--- config.mk ---
export PLATFORM = sky130hd
export DESIGN_NAME = vcfg_unit
export DESIGN_NICKNAME = d
export VERILOG_FILES = /design/src/rtl/vcfg_pkg.sv /design/src/rtl/vcfg_type_check.sv /design/src/rtl/vcfg_vlmax.sv /design/src/rtl/vcfg_len_grant.sv /design/src/rtl/vcfg_unit.sv
export SDC_FILE = /design/constraint.sdc
export NUM_CORES = 1
export LEC_CHECK = 0
export ABC_AREA = 1
export CELL_PAD_IN_SITES_DETAIL_PLACEMENT = 0
export CELL_PAD_IN_SITES_GLOBAL_PLACEMENT = 1
export CORE_MARGIN = 4
export CORE_UTILIZATION = 24
export CTS_CLUSTER_SIZE = 10
export DETAILED_ROUTE_END_ITERATION = 6
export GPL_ROUTABILITY_DRIVEN = 0
export PLACE_DENSITY_LB_ADDON = 0.1
export SYNTH_ARGS = -nofsm -noshare
export SYNTH_HDL_FRONTEND = slang
export SYNTH_SLANG_ARGS = --single-unit
--- constraint.sdc ---
create_clock -name clk -period 4.62 [get_ports clk]
set_input_delay 0.693 -clock clk [delete_from_list [all_inputs] [get_ports clk]]
set_output_delay 0.693 -clock clk [all_outputs]
set_load 0.01 [all_outputs]
--- src/rtl/vcfg_pkg.sv ---
package vcfg_pkg;
  localparam int unsigned VT_FIELD_W = 8;
  localparam logic [2:0] LMUL_CODE_RSVD = 3'b100;
  localparam logic [2:0] LMUL_CODE_EIGHTH = 3'b101;

  typedef struct packed {
    logic       mask_agn;
    logic       tail_agn;
    logic [2:0] width_code;
    logic [2:0] group_code;
  } vtype_fields_t;
endpackage

--- src/rtl/vcfg_type_check.sv ---
module vcfg_type_check
  import vcfg_pkg::*;
#(
  parameter int unsigned XLEN = 32
) (
  input  logic [XLEN-1:0] type_word,
  output logic            type_ok,
  output vtype_fields_t   fields
);
  logic frac_rsvd;

  generate
    if (XLEN == 32) begin : g_narrow
      assign frac_rsvd = (type_word[2:0] == LMUL_CODE_EIGHTH);
    end else begin : g_wide
      assign frac_rsvd = 1'b0;
    end
  endgenerate

  always_comb begin
    type_ok = !(type_word[XLEN-1] || type_word[5] ||
                (type_word[2:0] == LMUL_CODE_RSVD) || frac_rsvd);
    fields  = type_ok ? vtype_fields_t'(type_word[VT_FIELD_W-1:0]) : '0;
  end
endmodule

--- src/rtl/vcfg_vlmax.sv ---
module vcfg_vlmax
  import vcfg_pkg::*;
#(
  parameter int unsigned XLEN = 32,
  parameter int unsigned VLEN = 128
) (
  input  logic            type_ok,
  input  vtype_fields_t   fields,
  output logic [XLEN-1:0] vlmax
);
  localparam int unsigned SW = $clog2(VLEN) + 4;

  logic [SW-1:0] scaled;
  logic [1:0]    up_sh;
  logic [3:0]    dn_sh;

  always_comb begin
    up_sh  = fields.group_code[2] ? 2'd0 : fields.group_code[1:0];
    dn_sh  = 4'd3 + {1'b0, fields.width_code} +
             (fields.group_code[2] ? (4'd8 - {1'b0, fields.group_code}) : 4'd0);
    scaled = (SW'(VLEN) << up_sh) >> dn_sh;
    vlmax  = type_ok ? XLEN'(scaled) : '0;
  end
endmodule

--- src/rtl/vcfg_len_grant.sv ---
module vcfg_len_grant #(
  parameter int unsigned XLEN        = 32,
  parameter bit          HALF_TO_MAX = 1'b0
) (
  input  logic [XLEN-1:0] avl,
  input  logic [XLEN-1:0] vlmax,
  output logic [XLEN-1:0] vl
);
  localparam int unsigned XW = XLEN + 1;

  logic [XW-1:0]   avl_w, max_w, dbl_w, half_w;
  logic [XLEN-1:0] band_vl;

  always_comb begin
    avl_w  = {1'b0, avl};
    max_w  = {1'b0, vlmax};
    dbl_w  = max_w << 1;
    half_w = (avl_w + XW'(1)) >> 1;
  end

  generate
    if (HALF_TO_MAX) begin : g_band_max
      assign band_vl = vlmax;
    end else begin : g_band_half
      assign band_vl = half_w[XLEN-1:0];
    end
  endgenerate

  always_comb begin
    if (avl_w < max_w)      vl = avl;
    else if (avl_w < dbl_w) vl = band_vl;
    else                    vl = vlmax;
  end
endmodule

--- src/rtl/vcfg_unit.sv ---
module vcfg_unit
  import vcfg_pkg::*;
#(
  parameter int unsigned XLEN        = 32,
  parameter int unsigned VLEN        = 128,
  parameter int unsigned AVL_IMM_W   = 5,
  parameter int unsigned VTYPE_IMM_W = 10,
  parameter bit          HALF_TO_MAX = 1'b0
) (
  input  logic                   clk,
  input  logic                   rst,
  input  logic                   cfg_valid,
  input  logic                   use_imm_avl,
  input  logic [XLEN-1:0]        avl_reg,
  input  logic [AVL_IMM_W-1:0]   avl_imm,
  input  logic                   use_imm_vtype,
  input  logic [XLEN-1:0]        vtype_req,
  input  logic [VTYPE_IMM_W-1:0] vtype_imm,
  output logic [XLEN-1:0]        vtype_q,
  output logic [XLEN-1:0]        vl_q,
  output logic [XLEN-1:0]        rd_data,
  output logic                   done,
  output logic                   vstart_clr
);
  localparam logic [XLEN-1:0] ILL_WORD = {1'b1, {(XLEN-1){1'b0}}};

  logic [XLEN-1:0] avl_sel, type_sel, vlmax, vl_next, vtype_next;
  logic            type_ok;
  vtype_fields_t   fields;

  always_comb begin
    avl_sel  = use_imm_avl   ? XLEN'(avl_imm)   : avl_reg;
    type_sel = use_imm_vtype ? XLEN'(vtype_imm) : vtype_req;
  end

  vcfg_type_check #(.XLEN(XLEN)) type_chk_i (
    .type_word(type_sel),
    .type_ok  (type_ok),
    .fields   (fields)
  );

  vcfg_vlmax #(.XLEN(XLEN), .VLEN(VLEN)) vlmax_i (
    .type_ok(type_ok),
    .fields (fields),
    .vlmax  (vlmax)
  );

  vcfg_len_grant #(.XLEN(XLEN), .HALF_TO_MAX(HALF_TO_MAX)) grant_i (
    .avl  (avl_sel),
    .vlmax(vlmax),
    .vl   (vl_next)
  );

  always_comb begin
    vtype_next = '0;
    if (type_ok) vtype_next[VT_FIELD_W-1:0] = fields;
    else         vtype_next = ILL_WORD;
  end

  always_ff @(posedge clk) begin
    if (rst) begin
      vtype_q    <= ILL_WORD;
      vl_q       <= '0;
      rd_data    <= '0;
      done       <= 1'b0;
      vstart_clr <= 1'b0;
    end else begin
      done       <= cfg_valid;
      vstart_clr <= cfg_valid;
      if (cfg_valid) begin
        vtype_q <= vtype_next;
        vl_q    <= vl_next;
        rd_data <= vl_next;
      end
    end
  end
endmodule

# Yosys cells after proc, flatten, opt, wreduce, memory -nomap -nowiden

Cells that the tools add are included.

Multiplexer cells: 10
Reduce and logical (&&, ||, !) cells: 3
Add/subtract/negate cells: 4
Shifts and indexed selects: 2
Magnitude comparators: 2
Eq/ne operators: 2

Operators by type and width:

| cell                    | count |
|---|---|
| $mux W32                | 4 |
| $add A32 B1 Y33 const B | 1 |
| $lt A32 B11 Y1          | 1 |
| $lt A32 B12 Y1          | 1 |
| $mux W24                | 1 |
| $mux W8                 | 2 |
| $mux W11                | 1 |
| $shl A8 B2 Y11 const A  | 1 |
| $shr A11 B4 Y11         | 1 |
| $eq A3 B3 Y1 const B    | 2 |
| $add A2 B3 Y4 const A   | 1 |
| $add A4 B4 Y4           | 1 |
| $mux W4                 | 1 |
| $sub A4 B3 Y4 const A   | 1 |
| $logic_or A1 B1 Y1      | 3 |
| $mux W2                 | 1 |

Output and inout port bits: 98
Register bits: 65
Input bits: 84
Logic and storage cells: 26

# Longest topological paths before layout

Gate-level depths: netlist of the first run.

Depth in word-level cells: 13
Depth in mapped cells: 33
Mapped depth without buffers: 33

# Hierarchy

Synthesis of the first run repeated with hierarchy kept, for this count alone.

Cell total of the unflattened synthesis: 1086
Area total of the unflattened synthesis: 6356.1 um^2

Modules (own cells, without submodules):

| module          | cells each | seq. area each (um^2) | times used | area an instance (um^2) |
|---|---|---|---|---|
| vcfg_len_grant  | 576        | 0.0                   | 1          | 3163.0 |
| vcfg_unit       | 389        | 840.8                 | 1          | 2506.2 |
| vcfg_vlmax      | 101        | 0.0                   | 1          | 603.1 |
| vcfg_type_check | 20         | 0.0                   | 1          | 83.8 |

# Least setup slack after synthesis of the first run

OpenSTA, ideal clock, no wires.

Path kind: input -> register
Start: in use_imm_vtype
End: reg rd_data[4]
Path slack: 0.064 ns
Arrival time: 4.442 ns
Required time: 4.507 ns
Cell stages on the path: 24
Path buffers: 1
Setup time: 0.113 ns
Cell sequence: inv_2 -> nand2_1 -> nand3_1 -> nand2_2 -> nor2_1 -> inv_1 -> ha_1 -> nand2_1 -> ha_1 -> inv_1 -> ha_1 -> inv_1 -> fa_1 -> clkinv_1 -> nor2_1 -> nand2_1 -> ha_1 -> a21oi_1 -> o21ai_0 -> nor3_1 -> clkbuf_1 -> nand3_1 -> nand3_1 -> nand2_1

Longest elaborated chain between the ends: 13
Elaborated cells between the ends (all ways): 19
Classes of those cells: add/sub: 3; order compare: 2; eq/ne: 2; shift: 2; mux: 7; reduce/logical: 3

RTL lines:

| element                                            | line                                         | text |
|---|---|---|
| start: declaration                                 | vcfg_unit.sv:16                              | `input logic use_imm_vtype,` |
| $mux W32 *                                         | vcfg_unit.sv:33                              | `type_sel = use_imm_vtype ? XLEN'(vtype_imm) : vtype_req;` |
| $eq A3 B3 Y1 or $logic_or A1 B1 Y1 (tied branches) | vcfg_type_check.sv:22, vcfg_type_check.sv:21 |  |
| $logic_or A1 B1 Y1                                 | vcfg_type_check.sv:21                        | `type_ok = !(type_word[XLEN-1] \|\| type_word[5] \|\|` |
| $logic_or A1 B1 Y1                                 | vcfg_type_check.sv:22                        | `(type_word[2:0] == LMUL_CODE_RSVD) \|\| frac_rsvd);` |
| $mux W8                                            | vcfg_type_check.sv:23                        | `fields = type_ok ? vtype_fields_t'(type_word[VT_FIELD_W-1:0]) : '0;` |
| $sub A4 B3 Y4                                      | vcfg_vlmax.sv:20                             | `(fields.group_code[2] ? (4'd8 - {1'b0, fields.group_code}) : 4'd0);` |
| $mux W4                                            | vcfg_vlmax.sv:20                             |  |
| $add A4 B4 Y4                                      | vcfg_vlmax.sv:19                             | `dn_sh = 4'd3 + {1'b0, fields.width_code} +` |
| $shr A11 B4 Y11                                    | vcfg_vlmax.sv:21                             | `scaled = (SW'(VLEN) << up_sh) >> dn_sh;` |
| $mux W11 *                                         | vcfg_vlmax.sv:22                             | `vlmax = type_ok ? XLEN'(scaled) : '0;` |
| $lt A32 B12 Y1                                     | vcfg_len_grant.sv:31                         | `else if (avl_w < dbl_w) vl = band_vl;` |
| $mux W32                                           | vcfg_len_grant.sv:31                         |  |
| $mux W32 *                                         | vcfg_len_grant.sv:30                         | `if (avl_w < max_w) vl = avl;` |
| end signal: assignment                             | vcfg_unit.sv:73                              | `rd_data <= vl_next;` |
| end: declaration                                   | vcfg_unit.sv:21                              | `output logic [XLEN-1:0] rd_data,` |

Mark *: on every way between the ends. The rest lies on a longest branch, timed or not.
A chain may end at the register's enable or synchronous reset.

# Worst setup path in the final report of the first run

Start: in vtype_imm[0]
End: reg rd_data[5]

Longest elaborated chain between the ends: 13
Elaborated cells between the ends (all ways): 18
Classes of those cells: add/sub: 3; order compare: 2; eq/ne: 2; shift: 2; mux: 7; reduce/logical: 2

RTL lines:

| element            | line                  | text |
|---|---|---|
| start: declaration | vcfg_unit.sv:18       | `input logic [VTYPE_IMM_W-1:0] vtype_imm,` |
| $mux W32 *         | vcfg_unit.sv:33       |  |
| $eq A3 B3 Y1       | vcfg_type_check.sv:22 |  |
| $logic_or A1 B1 Y1 | vcfg_type_check.sv:21 |  |
| $logic_or A1 B1 Y1 | vcfg_type_check.sv:22 |  |
| $mux W8            | vcfg_type_check.sv:23 |  |
| $sub A4 B3 Y4      | vcfg_vlmax.sv:20      |  |
| $mux W4            | vcfg_vlmax.sv:20      |  |
| $add A4 B4 Y4      | vcfg_vlmax.sv:19      |  |
| $shr A11 B4 Y11    | vcfg_vlmax.sv:21      |  |
| $mux W11 *         | vcfg_vlmax.sv:22      |  |
| $lt A32 B12 Y1     | vcfg_len_grant.sv:31  |  |
| $mux W32           | vcfg_len_grant.sv:31  |  |
| $mux W32 *         | vcfg_len_grant.sv:30  |  |

Marked as above.

==> results of run 1 <==
sequential cells by signal (all words and copies together) (netlist names):
signal	flops
rd_data	32
vstart_clr	1
vtype_q	9
worst max path at each step:
stage | startpoint | to | slack, ps
4_1_cts | vtype_req[31] | rd_data[0] | 8
6_report | vtype_imm[0] | rd_data[5] | 230
3_5_place_dp | use_imm_vtype | rd_data[9] | -700
2_1_floorplan | use_imm_vtype | rd_data[4] | 60
3_3_place_gp | use_imm_vtype | rd_data[10] | -700
5_1_grt | vtype_imm[0] | rd_data[5] | 6
worst max-delay path, delay by kind of cell:
| family | cells | cell delay, ps |
|---|---|---|
| adders and majority gates | 5 | 1300 |
| AOI/OAI and AO/OA | 1 | 160 |
| buffers and inverters | 9 | 1080 |
| xor gates and xnor gates | 1 | 170 |
| and+or+nand+nor | 17 | 1160 |
power by group through the flow:
| stage | registers, mW | logic [mW] | clock network (mW) |
|---|---|---|---|
| 2_1_floorplan | 0.385 | 0.227 | 0 |
| 3_3_place_gp | 0.382 | 0.384 | 0 |
| 3_5_place_dp | 0.383 | 0.388 | 0 |
| 4_1_cts | 0.375 | 0.437 | 0.363 |
| 5_1_grt | 0.375 | 0.527 | 0.376 |
| 6_report | 0.374 | 0.472 | 0.349 |
layer usage:
metal | track usage | up-vias | part of all wire
met2 | 0.197 | 123 | 0.45
met4 | 0.0395 | 0 | 0.016
met1 | 0.170 | 1612 | 0.48
met5 | 0 | - | 0
li1 | - | 1946 | -
met3 | 0.0170 | 12 | 0.057
cell type report:
cell class                      instances  area share
Clock buffer                            7      0.0252
Clock inverter                          1    0.000886
Inverter                               54      0.0377
Multi-Input combinational cell        385       0.409
Sequential cell                        42       0.149
Tap cell                              180      0.0399
Timing Repair Buffer                  203       0.337
Timing Repair inverter                  1    0.000886
repair_timing:
action                                  in CTS  in global routing
buffers inserted                             8                  9
endpoints found under the setup margin      12                 12
resized for setup                           47                 39
hold buffers                                 0                  0
pin swaps                                   16                 32
cloned                                       3                  2
synth_stat cells (2+ instances only):
cell type    n
nand3b_1     2
ha_1        26
xor2_1       8
o21ai_0     19
nor2_1      50
o21ai_1      2
clkbuf_1     6
buf_2        2
dfxtp_1     42
inv_2        4
nand2_1    143
nand3_1     39
a21oi_1      9
a211oi_1     3
nand4_1      7
nor3_1       4
buf_1        2
buf_4       59
or2_2        4
o31ai_1      2
o41ai_1      4
nor2_2       3
nor3_2       4
nand2_2     11
xnor2_1      2
buf_6        3
o211ai_1     4
inv_1       49
metrics by stage:
step / instances / worst slack (ps)
finish: 873 / 228
global route: 873 / 5.73
CTS: 862 / 7.54
detailed placement: 843 / -697
global placement: 843 / -701
floorplan: 551 / 64.2
cells by family (layout without fill, tap and decap cells):
family,Yosys count,count (layout),synth area share
other,1,24,0.00107
flip-flops,42,42,0.240
adder cells (fa/ha/maj),27,27,0.0985
AND/OR/NAND/NOR,272,274,0.342
XOR/XNOR,10,10,0.0250
AO/OA/AOI/OAI,50,50,0.0889
buffers and inverters,126,266,0.205
==> metrics.csv, run 1 <==
metric,value,unit
R2R depth,2,
HP Class,flop to flop,
Reg2Reg Setup Slack,3930,ps
"most common cell after layout, fill and taps aside",nand2_1,
Crit. End Element,flop,
multi-input logic area,2310,um^2
via count,3693,
critical path's most frequent cell,nand2_1,
r2r endpoint,vtype_q[31],
status,completed,
Congestion Overflow GR,0,
Layout Skew,0,ps
largest net degree at the start of global routing,25,
Boundary Pins,182,
Placed Area,5030,um^2
fin nets,803,
Post-Layout Inst Area,5650,um^2
top post-synthesis cells by area,"dfxtp_1 (24%), nand2_1 (15%), buf_4 (13%)",
Initial Utilization,0.249,
post-synth top area share,0.240,
drt first pass iters,4,
die area,16600,um^2
max cap viols,0,
sequential group share of total power,0.313,
H-tree depth,2,
CP max stage cell,clkdlybuf4s50_1,
Tot Pwr,1.20,mW
Worst EP required,4800,ps
IO buf count,133,
clk buf depth,2,
Std-Cell Rows,43,
Worst-path clk slew,50,ps
Hold Crit Endpoint,vtype_q[5],
Crit Path Max Fanout,5,
final hold slack,448,ps
Total GRT Usage,0.123,
pwr dens,212,nW/um^2
synthesized cell area,3510,um^2
synthesis-to-finish area growth,61.1,%
fraction of layout cells with a size suffix above 1,0.228,
Layout fillers,1467,
Routed WL per cell,12.1,um
post-synthesis cell count,528,
RSZ-0062 raised after global routing,false,
predominant post-synthesis flop cell,dfxtp_1,
Post-DRT Antenna Nets,0,
"flops & latches, synth",42,
Clk pwr share,0.292,
Static Leak,2.59,nW
routed wire length,10600,um
"area leader, netlist",dfxtp_1,
final hold vios,0,
Hold Crit Start,vtype_q[5],
root buffer cell,clkbuf_16,
Worst-Skew Late Latency,280,ps
Switch Pwr,382,uW
switching part of the total,0.319,
DR iter-0 viols,138,
DIE WIDTH,129,um
vias in the first global route,3550,
Post-synth EDFFs,0,
sequential area share after synthesis,0.240,
post-layout util,0.401,
register area,841,um^2
WHS Path Cells,2,
Combinational Power Share,0.395,
CP max stage delay,470,ps
# diodes,0,
RR Startpoint,vtype_q[31],
DR vias/cell,4.23,
most frequent cells in the layout,"nand2_1 (134), clkdlybuf4s50_1 (124), buf_4 (64), nor2_1 (45), inv_1 (43)",
Chip Height,129,um
DRC viols,0,
Arrival @ worst endpoint,4570,ps
CTS tree,done,
Max-slew headroom,0.452,
Pins Over Slew Limit,0,
kind of critical path,primary input to flop,
post-synthesis cell type count,43,
setup TNS,0,ps
maximum VDD drop,0.000119,V
asr flop ratio synth,0,
Synth warnings,0,
Num CTS Buffers,5,
HPWL after detailed placement,8470,um
min cycle time layout,4390,ps
Least-Margin Pin Slew,819,ps
average instance area after synthesis,6.64,um^2
CP Launch Type,primary input,
# clock sinks,42,
# setup viols final,0,
initial antenna violation count,0,
first-pass GRT wire length,16900,um
period utilization,0.951,
fmax,228,MHz
internal power,814,uW
CORE AREA,14100,um^2
Note: power is estimated with default switching activity, not from simulation.
==> run 2: changes to the inputs <==
==> constraint.sdc (replaced) <==
create_clock -name clk -period 4.62 [get_ports clk]
set_input_delay 0.924 -clock clk [delete_from_list [all_inputs] [get_ports clk]]
set_output_delay 0.924 -clock clk [all_outputs]
set_load 0.01 [all_outputs]
==> run 2 against run 1 <==
Effect of this change: worst hold slack lost 2.3 ps; setup slack lost 150 ps; clock power grew 11%; combinational power grew 18%; utilization grew 3.9 points; first-iteration DRC count shrank 36%; critical path depth shrank 5; largest power group unchanged.
==> metrics.csv, run 2 (synthesis results as in run 1) <==
metric,value,unit,change
Boundary Pins,182,,unchanged
DR vias/cell,4.21,,-0.54%
Total GRT Usage,0.135,,+0.0121
Worst EP required,4800,ps,about the same
# clock sinks,42,,unchanged
CP max stage cell,fa_2,,
pwr dens,213,nW/um^2,+0.63%
Crit Path Max Fanout,6,,+1
switching part of the total,0.311,,-0.00806
Std-Cell Rows,43,,unchanged
Least-Margin Pin Slew,846,ps,+27.3 ps
CP Launch Type,primary input,,
Post-DRT Antenna Nets,0,,unchanged
fraction of layout cells with a size suffix above 1,0.317,,+0.0891
Switch Pwr,411,uW,+7.6%
max cap viols,0,,unchanged
setup TNS,0,ps,unchanged
most frequent cells in the layout,"nand2_1 (127), clkdlybuf4s50_1 (123), buf_4 (104)",,
Biggest register,rd_data,,
Congestion Overflow GR,0,,unchanged
Num CTS Buffers,5,,unchanged
DIE WIDTH,129,um,unchanged
initial antenna violation count,0,,unchanged
Arrival @ worst endpoint,4710,ps,+140 ps
DR iter-0 viols,88,,-36%
"delay-heaviest family, CP",adder cells,,
Tot Pwr,1.32,mW,+10%
HPWL after detailed placement,8610,um,+1.6%
RSZ-0062 raised after global routing,true,,
root buffer cell,clkbuf_16,,
Worst-path clk slew,60,ps,about the same
Routed WL per cell,12.1,um,+0.22%
final non-filler cell total,921,,+5.5%
Top Registers,"rd_data x32, vtype_q x9, vstart_clr x1",,
drt first pass iters,4,,unchanged
IO buf count,133,,unchanged
CTS tree,done,,
Layout fillers,1414,,-3.6%
Static Leak,2.83,nW,+9.2%
Initial Utilization,0.249,,unchanged
Clk pwr share,0.294,,+0.002
# diodes,0,,unchanged
CORE AREA,14100,um^2,unchanged
CP max stage delay,620,ps,+150 ps
maximum VDD drop,0.000141,V,+18%
# setup viols final,0,,unchanged
DRC viols,0,,unchanged
synthesis-to-finish area growth,76.7,%,
clk buf depth,2,,unchanged
CP Buf/Inv Count,10,,+1
Max-slew headroom,0.434,,-0.0182
final hold slack,446,ps,-2.27 ps
Pins Over Slew Limit,0,,unchanged
hold_buf cts,0,,unchanged
via count,3875,,+4.9%
fmax,220,MHz,-3.3%
min cycle time layout,4540,ps,+148 ps
kind of critical path,primary input to flop,,
H-tree depth,2,,unchanged
Crit. End Element,flop,,
"most common cell after layout, fill and taps aside",nand2_1,,
sequential group share of total power,0.284,,-0.029
period utilization,0.982,,+0.0320
die area,16600,um^2,unchanged
Chip Height,129,um,unchanged
placed insts,848,,+0.59%
final hold vios,0,,unchanged
max reg flops,32,,unchanged
vias in the first global route,3885,,+9.4%
Worst-Skew Late Latency,280,ps,about the same
Layout Skew,0,ps,unchanged
largest net degree at the start of global routing,25,,unchanged
Combinational Power Share,0.422,,+0.027
HP Class,flop to flop,,
fin nets,851,,+6.0%
status,completed,,
first-pass GRT wire length,18400,um,+8.8%
post-layout util,0.439,,+0.0387
routed wire length,11200,um,+5.7%
internal power,908,uW,+12%
==> run 2: cell types whose count changed in the layout (fill, tap and decap cells not counted), moves of 6 or more <==
cell and change:
buf_4 +40, buf_6 +11, dlymetal6s2s_1 -6, ha_1 -6, nand2_1 -7, nand2_4 +7
==> run 2: worst register-to-register path, delay by kind of cell (launching register included) <==
kind	cells	cell delay [ps]
AO/OA/AOI/OAI	2	250
flip-flops	1	320
==> run 2: layout make-up <==
class / count / area [um^2] / share of cell area
clock buffer: 5 / 125 / 0.0202
clock inverter: 3 / 40.0 / 0.00646
inverter: 54 / 215 / 0.0347
multi-input combinational: 384 / 2460 / 0.397
sequential: 42 / 841 / 0.136
tap: 180 / 225 / 0.0364
timing repair buffer: 252 / 2280 / 0.368
timing repair inverter: 1 / 8.76 / 0.00141
==> run 2: timing repair <==
action,CTS,global route
gates resized for setup,61,81
gates cloned,2,0
pin swaps,39,51
endpoints found under the setup margin,12,13
setup buffers,49,16
==> run 2: power groups by stage <==
stage	Sequential [mW]	Combinational, mW	Clock, mW
floorplan	0.385	0.230	0
global route	0.376	0.614	0.419
CTS	0.375	0.470	0.402
finish	0.374	0.557	0.387
global placement	0.382	0.388	0
detailed placement	0.383	0.392	0
==> run 2: routing by layer <==
layer,vias up,part of all wire,track usage
met1,1699,0.46,0.180
li1,2037,-,-
met4,0,0.016,0.0401
met5,-,0,0
met3,13,0.056,0.0158
met2,126,0.47,0.228
==> run 2: worst paths after layout <==
kind                                    start     endpoint  slack, ps  depth (start not counted)
worst max register to register    vtype_q[31]  vtype_q[31]       3920                          2
worst min register to register     vtype_q[5]   vtype_q[5]        450                          2
worst min-delay path               vtype_q[5]   vtype_q[5]        450                          2
worst max-delay path            use_imm_vtype   rd_data[4]         80                         28
==> run 2: metrics by stage <==
stage | instance area [um^2] | worst slack, ps
global route | 6190 | -159
CTS | 5770 | 9.02
global placement | 5070 | -877
detailed placement | 5070 | -903
floorplan | 3610 | 1.04
finish | 6190 | 80.9
==> run 3: changes to the inputs <==
--- a/config.mk
+++ b/config.mk
@@ -8,6 +8,7 @@
 export ABC_AREA = 1
 export CELL_PAD_IN_SITES_DETAIL_PLACEMENT = 0
 export CELL_PAD_IN_SITES_GLOBAL_PLACEMENT = 1
+export CORE_ASPECT_RATIO = 0.8
 export CORE_MARGIN = 4
 export CORE_UTILIZATION = 24
 export CTS_CLUSTER_SIZE = 10
==> run 3 against run 2 <==
Effect of this change: clock skew did not move; wire length rose by 9.5%; non-clock buffer count fell by 6; register-to-register slack improved by 30 ps; combinational power rose by 3%; maximum frequency rose by 0.27%; worst hold slack got worse by 10 ps; utilization fell by 0.30 points; die area barely moved.
==> metrics.csv, run 3 (synthesis results as in run 1) <==
metric,value,unit,change
synthesis-to-finish area growth,78.0,%,
fraction of layout cells with a size suffix above 1,0.316,,-0.00149
period utilization,0.980,,-0.00260
Pins Over Slew Limit,0,,unchanged
max reg flops,32,,unchanged
Reg2Reg Setup Slack,3950,ps,+30 ps
kind of critical path,primary input to flop,,
placed insts,854,,+0.71%
Least-Margin Pin Slew,867,ps,+21.2 ps
largest net degree at the start of global routing,25,,unchanged
Chip Height,116,um,-9.9%
Top Registers,"rd_data x32, vtype_q x9, vstart_clr x1",,
Routed WL per cell,13.3,um,+9.7%
Max-slew headroom,0.420,,-0.0142
DR iter-0 viols,197,,+120%
Total GRT Usage,0.136,,+0.00156
Post-DRT Antenna Nets,0,,unchanged
status,completed,,
CP max stage cell,buf_12,,
critical path's most frequent cell,buf_4,,
root buffer cell,clkbuf_16,,
final hold vios,0,,unchanged
# diodes,0,,unchanged
WHS Path Cells,2,,unchanged
max cap viols,0,,unchanged
fin nets,845,,-0.71%
Worst-Skew Late Latency,280,ps,about the same
first-pass GRT wire length,18500,um,+0.49%
pwr dens,205,nW/um^2,-3.7%
Biggest register,rd_data,,
post-layout util,0.436,,-0.00304
RSZ-0062 raised after global routing,true,,
fmax,221,MHz,+0.27%
most frequent cells in the layout,"nand2_1 (127), clkdlybuf4s50_1 (123), buf_4 (95), nor2_1 (42), dfxtp_1 (42)",,
HPWL after detailed placement,9140,um,+6.2%
clk buf depth,2,,unchanged
Layout fillers,1427,,+0.92%
CP max stage delay,120,ps,-500 ps
# setup viols final,0,,unchanged
drt first pass iters,4,,unchanged
die area,16600,um^2,about the same
min cycle time layout,4530,ps,-12.0 ps
R2R depth,2,,unchanged
r2r endpoint,vtype_q[31],,
Layout Skew,0,ps,unchanged
Boundary Pins,182,,unchanged
# clock sinks,42,,unchanged
"most common cell after layout, fill and taps aside",nand2_1,,
maximum VDD drop,0.000149,V,+6.0%
vias in the first global route,3588,,-7.6%
IO buf count,133,,unchanged
CP Buf/Inv Count,28,,+18
DRC viols,0,,unchanged
Hold Crit Start,vtype_q[5],,
routed wire length,12200,um,+9.5%
hold_buf cts,0,,unchanged
CP Launch Type,primary input,,
HP Class,flop to flop,,
via count,3948,,+1.9%
Crit Path Max Fanout,7,,+1
Hold Crit Endpoint,vtype_q[5],,
setup TNS,0,ps,unchanged
CTS tree,done,,
Congestion Overflow GR,0,,unchanged
DR vias/cell,4.30,,+2.1%
final non-filler cell total,919,,-0.22%
Initial Utilization,0.245,,-0.00350
Worst-path clk slew,60,ps,about the same
H-tree depth,2,,unchanged
initial antenna violation count,0,,unchanged
Worst EP required,4830,ps,+30 ps
"delay-heaviest family, CP",buffers and inverters,,
Num CTS Buffers,5,,unchanged
Std-Cell Rows,39,,-9.3%
Arrival @ worst endpoint,4740,ps,+30 ps
CORE AREA,14300,um^2,+1.4%
RR Startpoint,vtype_q[31],,
Static Leak,2.80,nW,-1.2%
Crit. End Element,flop,,
DIE WIDTH,143,um,+11%
==> run 3: per-stage QoR <==
stage / hold WS [ps] / cell area, um^2 / setup WS [ps] / power [mW]
after floorplan: 464 / 3610 / 1.04 / 0.615
after global placement: 428 / 5140 / -939 / 0.791
after detailed placement: 429 / 5140 / -944 / 0.793
after CTS: 439 / 5840 / 5.33 / 1.21
after global routing: 474 / 6240 / -52.2 / 1.37
final: 436 / 6240 / 92.9 / 1.28
==> run 3: power breakdown <==
part           internal [mW]  total (mW)  leakage [nW]  switching, mW
Sequential             0.369       0.375         0.339        0.00552
Clock                  0.200       0.334        0.0708          0.134
Combinational          0.289       0.571          2.39          0.283
==> run 3: cell type report <==
type                    instances  area (um^2)  area share
multi-input cells             385         2500       0.400
flip-flops and latches         42          841       0.135
well taps                     184          230      0.0369
repair buffers                246         2310       0.371
clock buffers                   6          129      0.0207
clock inverters                 2         13.8     0.00221
inverters                      54          215      0.0345
==> run 3: worst min-delay path, cell delays in order, from the launching register on <==
cell and delay, ps:
dfxtp_1 310, nand2_1 60, nor2_1 30
==> run 3: timing repair <==
action | in CTS | in global routing
buffers inserted | 42 | 14
pin swaps | 32 | 49
cloned | 4 | 0
resized for setup | 63 | 86
endpoints found under the setup margin | 12 | 13
==> run 3: worst max-delay path by stage <==
stage,start,endpoint,cells past startpoint
final,use_imm_vtype,vtype_q[0],34
after global routing,use_imm_vtype,rd_data[5],30
after CTS,use_imm_vtype,vtype_q[0],36
after detailed placement,use_imm_vtype,rd_data[4],31
after global placement,use_imm_vtype,rd_data[4],31
after floorplan,use_imm_vtype,rd_data[10],28
==> run 3: routing by layer <==
| metal | vias up | wire length (um) | track usage | part of all wire |
|---|---|---|---|---|
| met3 | 6 | 776 | 0.0192 | 0.063 |
| met1 | 1758 | 6170 | 0.211 | 0.50 |
| met5 | - | 0 | 0 | 0 |
| met2 | 146 | 5180 | 0.203 | 0.42 |
| met4 | 0 | 102 | 0.0228 | 0.0083 |
| li1 | 2038 | - | - | - |
